`src/rtl/dphase_pkg.sv`:
```
package dphase_pkg;

   typedef enum logic [1:0] {
      PH_IDLE    = 2'd0,
      PH_ACTIVE  = 2'd1,
      PH_RELEASE = 2'd2
   } ph_state_e;

   typedef enum logic {
      XFER_PART = 1'b0,
      XFER_LINE = 1'b1
   } xfer_size_e;

endpackage

```
`src/rtl/dphase_beat_ctr.sv`:
```
module dphase_beat_ctr #(
   parameter int CNT_W = 3
) (
   input  logic             clk,
   input  logic             rst_n,
   input  logic             load_i,
   input  logic [CNT_W-1:0] load_val_i,
   input  logic             step_i,
   output logic             last_o
);

   logic [CNT_W-1:0] remain_q;

   always_ff @(posedge clk or negedge rst_n) begin
      if (!rst_n) begin
         remain_q <= '0;
      end else if (load_i) begin
         remain_q <= load_val_i;
      end else if (step_i && (remain_q != '0)) begin
         remain_q <= remain_q - 1'b1;
      end
   end

   assign last_o = (remain_q == CNT_W'(1));

endmodule

```
`src/rtl/dphase_ctl.sv`:
```
module dphase_ctl
   import dphase_pkg::*;
#(
   parameter int LINE_BEATS = 4,
   parameter int CNT_W      = 3
) (
   input  logic             clk,
   input  logic             rst_n,
   input  logic             start_i,
   input  logic             line_i,
   input  logic             hold_i,
   input  logic             src_valid_i,
   input  logic             last_i,
   output logic             take_o,
   output logic             load_o,
   output logic [CNT_W-1:0] load_val_o,
   output logic             drdy_o,
   output logic             dbsy_o,
   output logic             done_o
);

   ph_state_e  state_q;
   xfer_size_e size_sel;
   logic       busy_mode_q;
   logic       drdy_q, dbsy_q, done_q;

   assign size_sel   = xfer_size_e'(line_i);
   assign load_o     = (state_q == PH_IDLE) && start_i;
   assign load_val_o = (size_sel == XFER_LINE) ? CNT_W'(LINE_BEATS) : CNT_W'(1);
   assign take_o     = (state_q == PH_ACTIVE) && src_valid_i;

   always_ff @(posedge clk or negedge rst_n) begin
      if (!rst_n) begin
         state_q     <= PH_IDLE;
         busy_mode_q <= 1'b0;
         drdy_q      <= 1'b0;
         dbsy_q      <= 1'b0;
         done_q      <= 1'b0;
      end else begin
         drdy_q <= 1'b0;
         done_q <= 1'b0;
         case (state_q)
            PH_IDLE: begin
               dbsy_q <= 1'b0;
               if (start_i) begin
                  state_q     <= PH_ACTIVE;
                  busy_mode_q <= (size_sel == XFER_LINE) || hold_i;
               end
            end
            PH_ACTIVE: begin
               if (src_valid_i) begin
                  drdy_q <= 1'b1;
                  if (last_i) begin
                     if (busy_mode_q) begin
                        dbsy_q  <= 1'b1;
                        state_q <= PH_RELEASE;
                     end else begin
                        dbsy_q  <= 1'b0;
                        done_q  <= 1'b1;
                        state_q <= PH_IDLE;
                     end
                  end else begin
                     dbsy_q <= busy_mode_q;
                  end
               end
            end
            PH_RELEASE: begin
               dbsy_q  <= 1'b0;
               done_q  <= 1'b1;
               state_q <= PH_IDLE;
            end
            default: state_q <= PH_IDLE;
         endcase
      end
   end

   assign drdy_o = drdy_q;
   assign dbsy_o = dbsy_q;
   assign done_o = done_q;

endmodule

```
`src/rtl/dphase_data_reg.sv`:
```
module dphase_data_reg #(
   parameter int DATA_W    = 64,
   parameter bit ZERO_IDLE = 1'b1
) (
   input  logic              clk,
   input  logic              rst_n,
   input  logic              take_i,
   input  logic [DATA_W-1:0] d_i,
   output logic [DATA_W-1:0] q_o
);

   logic [DATA_W-1:0] word_q;

   generate
      if (ZERO_IDLE) begin : g_zero_idle
         always_ff @(posedge clk or negedge rst_n) begin
            if (!rst_n) word_q <= '0;
            else        word_q <= take_i ? d_i : '0;
         end
      end else begin : g_hold_idle
         always_ff @(posedge clk or negedge rst_n) begin
            if (!rst_n)      word_q <= '0;
            else if (take_i) word_q <= d_i;
         end
      end
   endgenerate

   assign q_o = word_q;

endmodule

```
`src/rtl/dphase_seq.sv`:
```
module dphase_seq #(
   parameter int DATA_W     = 64,
   parameter int LINE_BEATS = 4,
   parameter bit ZERO_IDLE  = 1'b1
) (
   input  logic              clk,
   input  logic              rst_n,
   input  logic              start_i,
   input  logic              line_i,
   input  logic              hold_i,
   input  logic              src_valid_i,
   input  logic [DATA_W-1:0] src_data_i,
   output logic              drdy_o,
   output logic              dbsy_o,
   output logic [DATA_W-1:0] data_o,
   output logic              done_o
);

   localparam int CNT_W = $clog2(LINE_BEATS + 1);

   generate
      if (LINE_BEATS < 2 || LINE_BEATS > 64) begin : g_bad_beats
         $error("dphase_seq: LINE_BEATS must lie in 2..64");
      end
      if (DATA_W < 8 || (DATA_W % 8) != 0) begin : g_bad_width
         $error("dphase_seq: DATA_W must be a whole number of bytes");
      end
   endgenerate

   logic             take;
   logic             load;
   logic [CNT_W-1:0] load_val;
   logic             last;

   dphase_ctl #(
      .LINE_BEATS (LINE_BEATS),
      .CNT_W      (CNT_W)
   ) u_ctl (
      .clk         (clk),
      .rst_n       (rst_n),
      .start_i     (start_i),
      .line_i      (line_i),
      .hold_i      (hold_i),
      .src_valid_i (src_valid_i),
      .last_i      (last),
      .take_o      (take),
      .load_o      (load),
      .load_val_o  (load_val),
      .drdy_o      (drdy_o),
      .dbsy_o      (dbsy_o),
      .done_o      (done_o)
   );

   dphase_beat_ctr #(
      .CNT_W (CNT_W)
   ) u_ctr (
      .clk        (clk),
      .rst_n      (rst_n),
      .load_i     (load),
      .load_val_i (load_val),
      .step_i     (take),
      .last_o     (last)
   );

   dphase_data_reg #(
      .DATA_W    (DATA_W),
      .ZERO_IDLE (ZERO_IDLE)
   ) u_data (
      .clk    (clk),
      .rst_n  (rst_n),
      .take_i (take),
      .d_i    (src_data_i),
      .q_o    (data_o)
   );

endmodule

```
`config.mk`:
```
export PLATFORM = sky130hd
export DESIGN_NAME = dphase_seq
export DESIGN_NICKNAME = d
export VERILOG_FILES = /design/src/rtl/dphase_pkg.sv /design/src/rtl/dphase_beat_ctr.sv /design/src/rtl/dphase_ctl.sv /design/src/rtl/dphase_data_reg.sv /design/src/rtl/dphase_seq.sv
export SDC_FILE = /design/constraint.sdc
export NUM_CORES = 1
export LEC_CHECK = 0
export ABC_AREA = 0
export CORE_UTILIZATION = 39
export DETAILED_ROUTE_END_ITERATION = 7
export GPL_ROUTABILITY_DRIVEN = 0
export MAX_ROUTING_LAYER = met4
export PLACE_DENSITY_LB_ADDON = 0.12
export SLEW_MARGIN = 20
export SYNTH_ARGS = -nofsm -noshare
export SYNTH_HDL_FRONTEND = slang
export SYNTH_SLANG_ARGS = --single-unit
```
`constraint.sdc`:
```
create_clock -name clk -period 1.5 [get_ports clk]
set_input_delay 0.3 -clock clk [delete_from_list [all_inputs] [get_ports clk]]
set_output_delay 0.3 -clock clk [all_outputs]
set_load 0.01 [all_outputs]
```
Word level (Yosys, flattened, before mapping)
Index checks and enable logic that the tools add are counted.
Widths: inputs -> output; s select.
{"block": "totals", "latch_bits": 0, "rom_bits": 0, "elab_cells": 45, "register_bits": 73, "ramBits": 0, "mem_count": 0}
{"block": "classes", "shift": 0, "muxes": 19, "add_sub_neg": 1, "multipliers": 0, "n_reduce_logical": 12, "n_bitwise": 0, "n_eq_ne": 6, "div": 0, "order_cmp": 0}
{"op": "$mux 64", "n": 1}
{"op": "$mux 3", "n": 3}
{"op": "$mux 1", "n": 8}
{"op": "$mux 2", "n": 4}
{"op": "$ne 2x2->1 const B", "n": 3}
{"op": "$pmux 1 s2", "n": 2}
{"op": "$pmux 2 s2", "n": 1}
{"op": "$reduce_and 2->1", "n": 2}
{"op": "$reduce_bool 2->1", "n": 2}
{"op": "$eq 3x1->1 const B", "n": 1}
{"op": "$logic_and 1x1->1", "n": 3}
{"op": "$reduce_and 3->1", "n": 1}
{"op": "$reduce_bool 3->1", "n": 1}
{"op": "$sub 3x1->3 const B", "n": 1}
{"op": "$eq 2x1->1 const B", "n": 1}
{"op": "$eq 2x2->1 const B", "n": 1}
{"op": "$logic_not 2->1", "n": 1}
{"op": "$reduce_or 2->1", "n": 1}
{"op": "$logic_or 1x1->1", "n": 1}

Longest topological paths before layout
Gate-level depths: netlist of the first run.
{"block": "depth", "word_depth": 5, "depth_mapped": 7, "mapped_depth_nobuf": 6}

Modules after synthesis
A second synthesis of the first run with hierarchy kept.
{"block": "unflattened", "cells_unflattened": 195, "hier_area_um2": 2691.3}
{"mod": "dphase_data_reg", "instances": 1, "area_per_inst_um2": 2112.0, "seq_area_each_um2": 1601.5, "cells_each": 134}
{"mod": "dphase_ctl", "instances": 1, "area_per_inst_um2": 357.8, "seq_area_each_um2": 150.1, "cells_each": 37}
{"mod": "dphase_beat_ctr", "instances": 1, "area_per_inst_um2": 221.5, "seq_area_each_um2": 75.1, "cells_each": 24}

Worst setup path before layout of the first run
Ideal clock, no wire load.
{"block": "synth_path", "path_type": "flip-flop to flip-flop", "from": "register u_ctl.state_q[1]", "to": "register u_ctr.remain_q[0]", "path_buffers": 1, "period_less_slack_ns": 1.399, "required_ns": 1.431, "setup_time_ns": 0.069, "t_arrival_ns": 1.330, "stages_incl_launch_ff": 7, "setup_slack_ns": 0.101, "path_cell_list": "dfrtp_1 > inv_1 > ha_1 > buf_4 > nand2_2 > or4b_1 > nand3_1"}
{"block": "synth_between", "elab_chain_cells": 4, "elab_cells_between_ends": 7, "classes_between": "1 x eq/ne; 1 x mux; 5 x reduce/logical"}
{"element": "start, declared", "line_no": "dphase_ctl.sv:22", "source": "ph_state_e state_q;"}
{"element": "start signal, assigned", "line_no": "dphase_ctl.sv:34", "source": "state_q <= PH_IDLE;"}
{"element": "start signal, assigned", "line_no": "dphase_ctl.sv:46", "source": "state_q <= PH_ACTIVE;"}
{"element": "start signal, assigned", "line_no": "dphase_ctl.sv:56", "source": "state_q <= PH_RELEASE;"}
{"element": "$eq 2x1->1", "line_no": "dphase_ctl.sv:30", "source": "assign take_o = (state_q == PH_ACTIVE) && src_valid_i;"}
{"element": "$logic_and 1x1->1", "line_no": "dphase_ctl.sv:30"}
{"element": "$logic_and 1x1->1", "line_no": "dphase_beat_ctr.sv:19", "source": "end else if (step_i && (remain_q != '0)) begin"}
{"element": "$reduce_bool 2->1 (no source line)"}
{"element": "end signal, assigned", "line_no": "dphase_beat_ctr.sv:18", "source": "remain_q <= load_val_i;"}
{"element": "end signal, assigned", "line_no": "dphase_beat_ctr.sv:20", "source": "remain_q <= remain_q - 1'b1;"}
{"element": "end, declared", "line_no": "dphase_beat_ctr.sv:12", "source": "logic [CNT_W-1:0] remain_q;"}
Parallel ways exist; a longest one is shown, timed or not.
A chain may end at the register's enable or synchronous reset.

Final worst setup path of the first run
Same ends and word-level chain as after synthesis.

==> results of run 1 <==
==> where the power goes <==
group / switching (mW) / total [mW] / internal (mW)
registers: 0.134 / 2.48 / 2.35
logic: 1.00 / 1.99 / 0.993
clock network: 0.695 / 1.55 / 0.853
total: 1.83 / 6.03 / 4.20
==> layer usage <==
metal | track usage [%] | vias to the layer above | part of all wire [%]
li1 | - | 948 | -
met4 | 8.78 | 0 | 2.8
met3 | 6.63 | 16 | 5.8
met2 | 31.5 | 77 | 48
met5 | - | - | 0
met1 | 25.4 | 957 | 43
==> worst max-delay path, cell delays in order, from the launching register on <==
cell	delay, ps
dfrtp_1	390
inv_1	140
ha_4	180
nand2_2	80
or4b_1	470
nand3_1	90
==> per-stage QoR <==
step | instance area [um^2] | instances | power (mW)
2_1_floorplan | 2600 | 195 | 3.49
3_3_place_gp | 4060 | 401 | 4.60
3_5_place_dp | 4060 | 401 | 4.67
4_1_cts | 4200 | 417 | 6.01
5_1_grt | 4240 | 418 | 6.39
6_report | 4240 | 418 | 6.03
==> how the worst min path moves through the flow <==
stage	slack (ps)	end	start	cells past startpoint
floorplan	4	u_ctl.busy_mode_q	rst_n	0
global placement	360	u_data.q_o[13]	rst_n	2
detailed placement	360	u_data.q_o[13]	rst_n	2
CTS	310	u_ctl.drdy_o	src_valid_i	3
global route	330	u_ctl.drdy_o	src_valid_i	3
finish	330	u_ctl.drdy_o	src_valid_i	3
==> logic make-up after synthesis <==
| kind of cell | count (synthesis) |
|---|---|
| AO/OA/AOI/OAI | 12 |
| adder cells (fa/ha/maj) | 6 |
| buffers and inverters | 20 |
| flip-flops | 73 |
| multiplexers | 1 |
| AND/OR/NAND/NOR | 83 |
==> layout by cell type, fill, tap and decap left out, types with 2 or more instances in the layout <==
cell type and n:
dfrtp_1 73, clkdlybuf4s50_1 67, and3_1 64, dlygate4sd2_1 58, clkbuf_8 11, dlymetal6s2s_1 9, buf_4 7, inv_1 4
nand3_1 3, ha_1 3, nor2b_1 2, nand3b_1 2, a21boi_0 2, o21ai_0 2, nand2_1 2, o211ai_1 2
nor2_1 2, ha_2 2, clkbuf_1 2, buf_2 2, buf_12 2
==> registers in the layout, indices dropped and copies added, names as in the netlist <==
register	count
u_data.q_o	64
u_ctr.remain_q	3
u_ctl.state_q	2
u_ctl.busy_mode_q	1
u_ctl.dbsy_o	1
u_ctl.done_o	1
u_ctl.drdy_o	1
==> layout make-up <==
| type | instances | area [um^2] |
|---|---|---|
| Tap cell | 77 | 96.3 |
| Fill cell | 510 | 2140 |
| Sequential cell | 73 | 1830 |
| Clock inverter | 2 | 37.5 |
| Timing Repair Buffer | 146 | 1400 |
| Inverter | 5 | 18.8 |
| Multi-Input combinational cell | 102 | 702 |
| Clock buffer | 13 | 159 |
==> timing repair <==
| item | CTS | global route |
|---|---|---|
| hold buffers | 1 | 0 |
| resized for setup | 58 | 15 |
| endpoints found under the hold margin | 10 | 0 |
| setup endpoints to repair | 58 | 12 |
| buffers inserted | 0 | 1 |
==> qor.csv, run 1 <==
metric;value;unit
Post-Synth XOR/XNOR Area;0;%
Compound-Gate Fraction of Synth Area;3.23;%
relative slew slack;74.7;%
largest family of logic cells by synthesized area;simple AND/OR/NAND/NOR gates;
via count;1998;
worst-path maximum fanout;6;
Worst R2R Start;u_ctl.state_q[1];
DRC errors left;0;
CTS clk-pin slew, worst paths;70;ps
worst setup path class;flop to flop;
share of the synthesized area in the top cell type;70.4;%
outcome;completed;
critical path endpoint;u_ctr.remain_q[0];
Async S/R FF share, synth;100;%
number of global-route vias before repair;2002;
Post-synth top cells;dfrtp_1 (73), and3_1 (64), clkbuf_1 (7);
crit path capture type;flop;
Seq/Total Area, Yosys;70.4;%
Ant. Diodes;0;
PortBufs;136;
Yosys warning count;0;
worst reg2reg path depth;5;
pre-CTS setup slack;47.0;ps
leakage;2.52;nW
Yosys reg bits;73;
dominant synthesized flop cell;dfrtp_1;
core box area;6390;um^2
initial antenna violation count;0;
die width;83.6;um
fin crit share;95.7;%
ANT nets after route;0;
clk_lat worst skew;340;ps
final setup TNS;0;ps
Clk Tree Root Cell;clkbuf_8;
Yosys top cell by area;dfrtp_1;
Worst EP required;1770;ps
clock skew;7.60;ps
CTS tree;done;
Layout area overhead;63.5;%
synthesized net count;271;
cts bufs inserted;9;
share of layout cells above drive strength 1;9.38;%
DIE AREA;6990;um^2
routed vias/inst;4.78;
Peak VDD IR;0.000889;V
Post-Route WL;6.75;mm
drt pass-1 iters;5;
Avg WL per Cell;16.1;um
max-cap violations;0;
Die Y;83.6;um
fin crit period;1440;ps
Mapped Cells;195;
post-synthesis adder-cell area fraction;2.89;%
Crit path arrival time;1700;ps
Rows;29;
post-synth cell types;29;
clk sink count;73;
hpwl dp;4.56;mm
first-pass GRT wire length;10.6;mm
highest clock rate;696;MHz
CP startpoint;u_ctl.state_q[1];
Initial Utilization;40.7;%
mux contribution to synthesized area;0.386;%
fin. max-slew vios;0;
final hold vios;0;
critical path launch point type;flop;
R2R Path End;u_ctr.remain_q[0];
Simple-Gate Fraction of Synth Area;19.8;%
most frequent cell after synthesis;dfrtp_1;
Post-Syn Area;2600;um^2
I/O Pins;137;
total grt overflow;0;
Power Density;1420;nW/um^2
final worst slack;64.0;ps
Synth Area per Inst;13.3;um^2
CTS Buffer Depth;2;
nets@finish;413;
Synth area leaders;dfrtp_1 (70%), and3_1 (15%), ha_1 (2.9%), clkbuf_1 (1.0%), clkbuf_2 (0.96%);
CTS HTree Levels;3;
Detailed Route Iter0 Violations;72;
Tot GR Track Use;20.6;%
Least-Margin Pin Slew;380;ps
reg-to-reg slack, setup;60;ps
Hold WS;330;ps
largest net degree at the start of global routing;74;
HP Class;primary input to flop;
EDFF count, synth;0;
Layout Utilization;66.5;%
final count of negative-setup-slack endpoints;0;
(Power assumes the default switching activity.)
==> run 2: changes to the inputs <==
- CTS_CLUSTER_SIZE: default -> 25
==> results of run 2 <==
Same layout as run 1: the final DEF is identical, and so are final timing and power.
==> run 3: changes to the inputs <==
- SETUP_SLACK_MARGIN: default -> 0.5
==> run 3 against run 2 <==
First-iteration DRC count rose by 17%. Routed wire length up 12%. Die area stayed put. Core utilization rose by 1.1 points. Highest routed layer unchanged. Clock skew fell by 1.6 ps. Cell area grew 1.6%. Non-clock buffer count grew 11. Sequential cell count did not move. Cell count increased by 2.6%. Setup slack better by 73 ps. Via count is 5.1% higher. Sequential power is 2% higher.
==> qor.csv, run 3 (synthesis results as in run 1) <==
metric;value;unit
outcome;completed;
cts bufs inserted;9;
Power Density;1590;nW/um^2
PortBufs;136;
relative slew slack;74.7;%
CTS HTree Levels;3;
Non-Filler Instances;429;
Post-DP Area;4080;um^2
Worst EP required;1780;ps
Layout area overhead;66.1;%
routed vias/inst;4.90;
Rows;29;
drt pass-1 iters;4;
DRC errors left;0;
commonest non-fill, non-tap cell in the layout;dfrtp_1;
max-cap violations;0;
worst setup path class;flop to flop;
initial antenna violation count;0;
Power Internal;4.69;mW
fin crit period;1360;ps
number of flip-flops in the largest register;64;
Layout Utilization;67.5;%
HP Class;primary input to flop;
Peak VDD IR;0.000972;V
clk sink count;73;
DIE AREA;6990;um^2
Ant. Diodes;0;
Clk Tree Root Cell;clkbuf_8;
Hold WS;389;ps
crit path capture type;flop;
I/O Pins;137;
Detailed Route Iter0 Violations;84;
combinational power share;40.6;%
Initial Utilization;40.7;%
leakage;2.37;nW
sequential standard cell area;1830;um^2
ANT nets after route;0;
share of layout cells above drive strength 1;34.4;%
reg-to-reg slack, setup;140;ps
final instance area;4310;um^2
Psw;2.16;mW
Reg power frac;37.1;%
critical path launch point type;flop;
CTS tree;done;
final worst slack;137;ps
# fillers;492;
die width;83.6;um
Clock Power Share;22.3;%
fin. max-slew vios;0;
hpwl dp;4.49;mm
highest clock rate;734;MHz
CTS Buffer Depth;2;
Switching Share;31.5;%
Tot Pwr;6.84;mW
Post-Route WL;7.56;mm
nets@finish;424;
largest net degree at the start of global routing;74;
final setup TNS;0;ps
final count of negative-setup-slack endpoints;0;
core box area;6390;um^2
final hold vios;0;
Crit path arrival time;1650;ps
CTS clk-pin slew, worst paths;70;ps
Tot GR Track Use;22.9;%
commonest cells after routing, fill and taps aside;dfrtp_1 (73), clkdlybuf4s50_1 (67), and3_1 (61), buf_2 (49), buf_6 (19);
first-pass GRT wire length;11.6;mm
clock skew;6.04;ps
Least-Margin Pin Slew;380;ps
Avg WL per Cell;17.6;um
Placed Cells;398;
total grt overflow;0;
worst-path maximum fanout;5;
clk_lat worst skew;350;ps
via count;2100;
Die Y;83.6;um
pre-CTS setup slack;28.1;ps
number of global-route vias before repair;2079;
fin crit share;90.9;%
area of the multi-input gates;762;um^2
unrepaired setup endpoints after global routing;yes;
[run 3: changes by cell type in the layout (fill, tap and decap cells not counted), moves of 3 or more]
cell and change:
inv_2 +3, inv_1 -3, dlygate4sd2_1 -58, buf_6 +19
and3_1 -3, and3_4 +3, buf_4 +6, buf_2 +47
dlymetal6s2s_1 -9
[run 3: path summary, 6_finish.rpt]
kind,startpoint,to,depth (start not counted)
setup / recovery,u_ctl.state_q[1],u_ctr.remain_q[0],5
hold / removal,src_valid_i,u_ctl.drdy_o,3
max in group asynchronous,rst_n,u_data.q_o[53],3
hold reg to reg,u_ctl.dbsy_o,u_ctl.dbsy_o,2
setup reg to reg,u_ctl.state_q[1],u_ctr.remain_q[0],5
min in group asynchronous,rst_n,u_data.q_o[13],3
[run 3: power by group through the flow]
stage / sequential, mW / clock, mW / combinational [mW]
floorplan: 2.72 / 0 / 0.872
global route: 2.57 / 1.67 / 2.99
detailed placement: 2.57 / 0 / 2.15
global placement: 2.55 / 0 / 2.09
finish: 2.54 / 1.53 / 2.78
CTS: 2.53 / 1.58 / 2.60
[run 3: routing by layer]
metal  track usage (%)  up-vias  routed length [um]
met2              37.0       76                3820
met3              6.53       13                 448
li1                  -      978                   -
met1              27.6     1033                3140
met5                 -        -                   0
met4              7.86        0                 146
[run 3: repair_timing]
item | in CTS | in global routing
resized for setup | 288 | 15
hold endpoints to repair | 73 | 0
pin swaps | 3 | 1
hold buffers | 1 | 0
gates cloned | 3 | 1
setup buffers | 9 | 2
endpoints found under the setup margin | 139 | 139
[run 3: critical path, cell delays in order (launching register included)]
cell and delay [ps]:
dfrtp_1 390, inv_2 120, ha_4 180, nand2_4 70
or4b_1 480, nand3_1 80
[run 3: cell type report]
| class | instances | share of cell area [%] |
|---|---|---|
| sequential | 73 | 42.4 |
| timing repair buffer | 157 | 32.8 |
| multi-input combinational | 102 | 17.7 |
| clock buffer | 10 | 3.19 |
| tap | 77 | 2.23 |
| clock inverter | 5 | 1.31 |
| inverter | 5 | 0.435 |
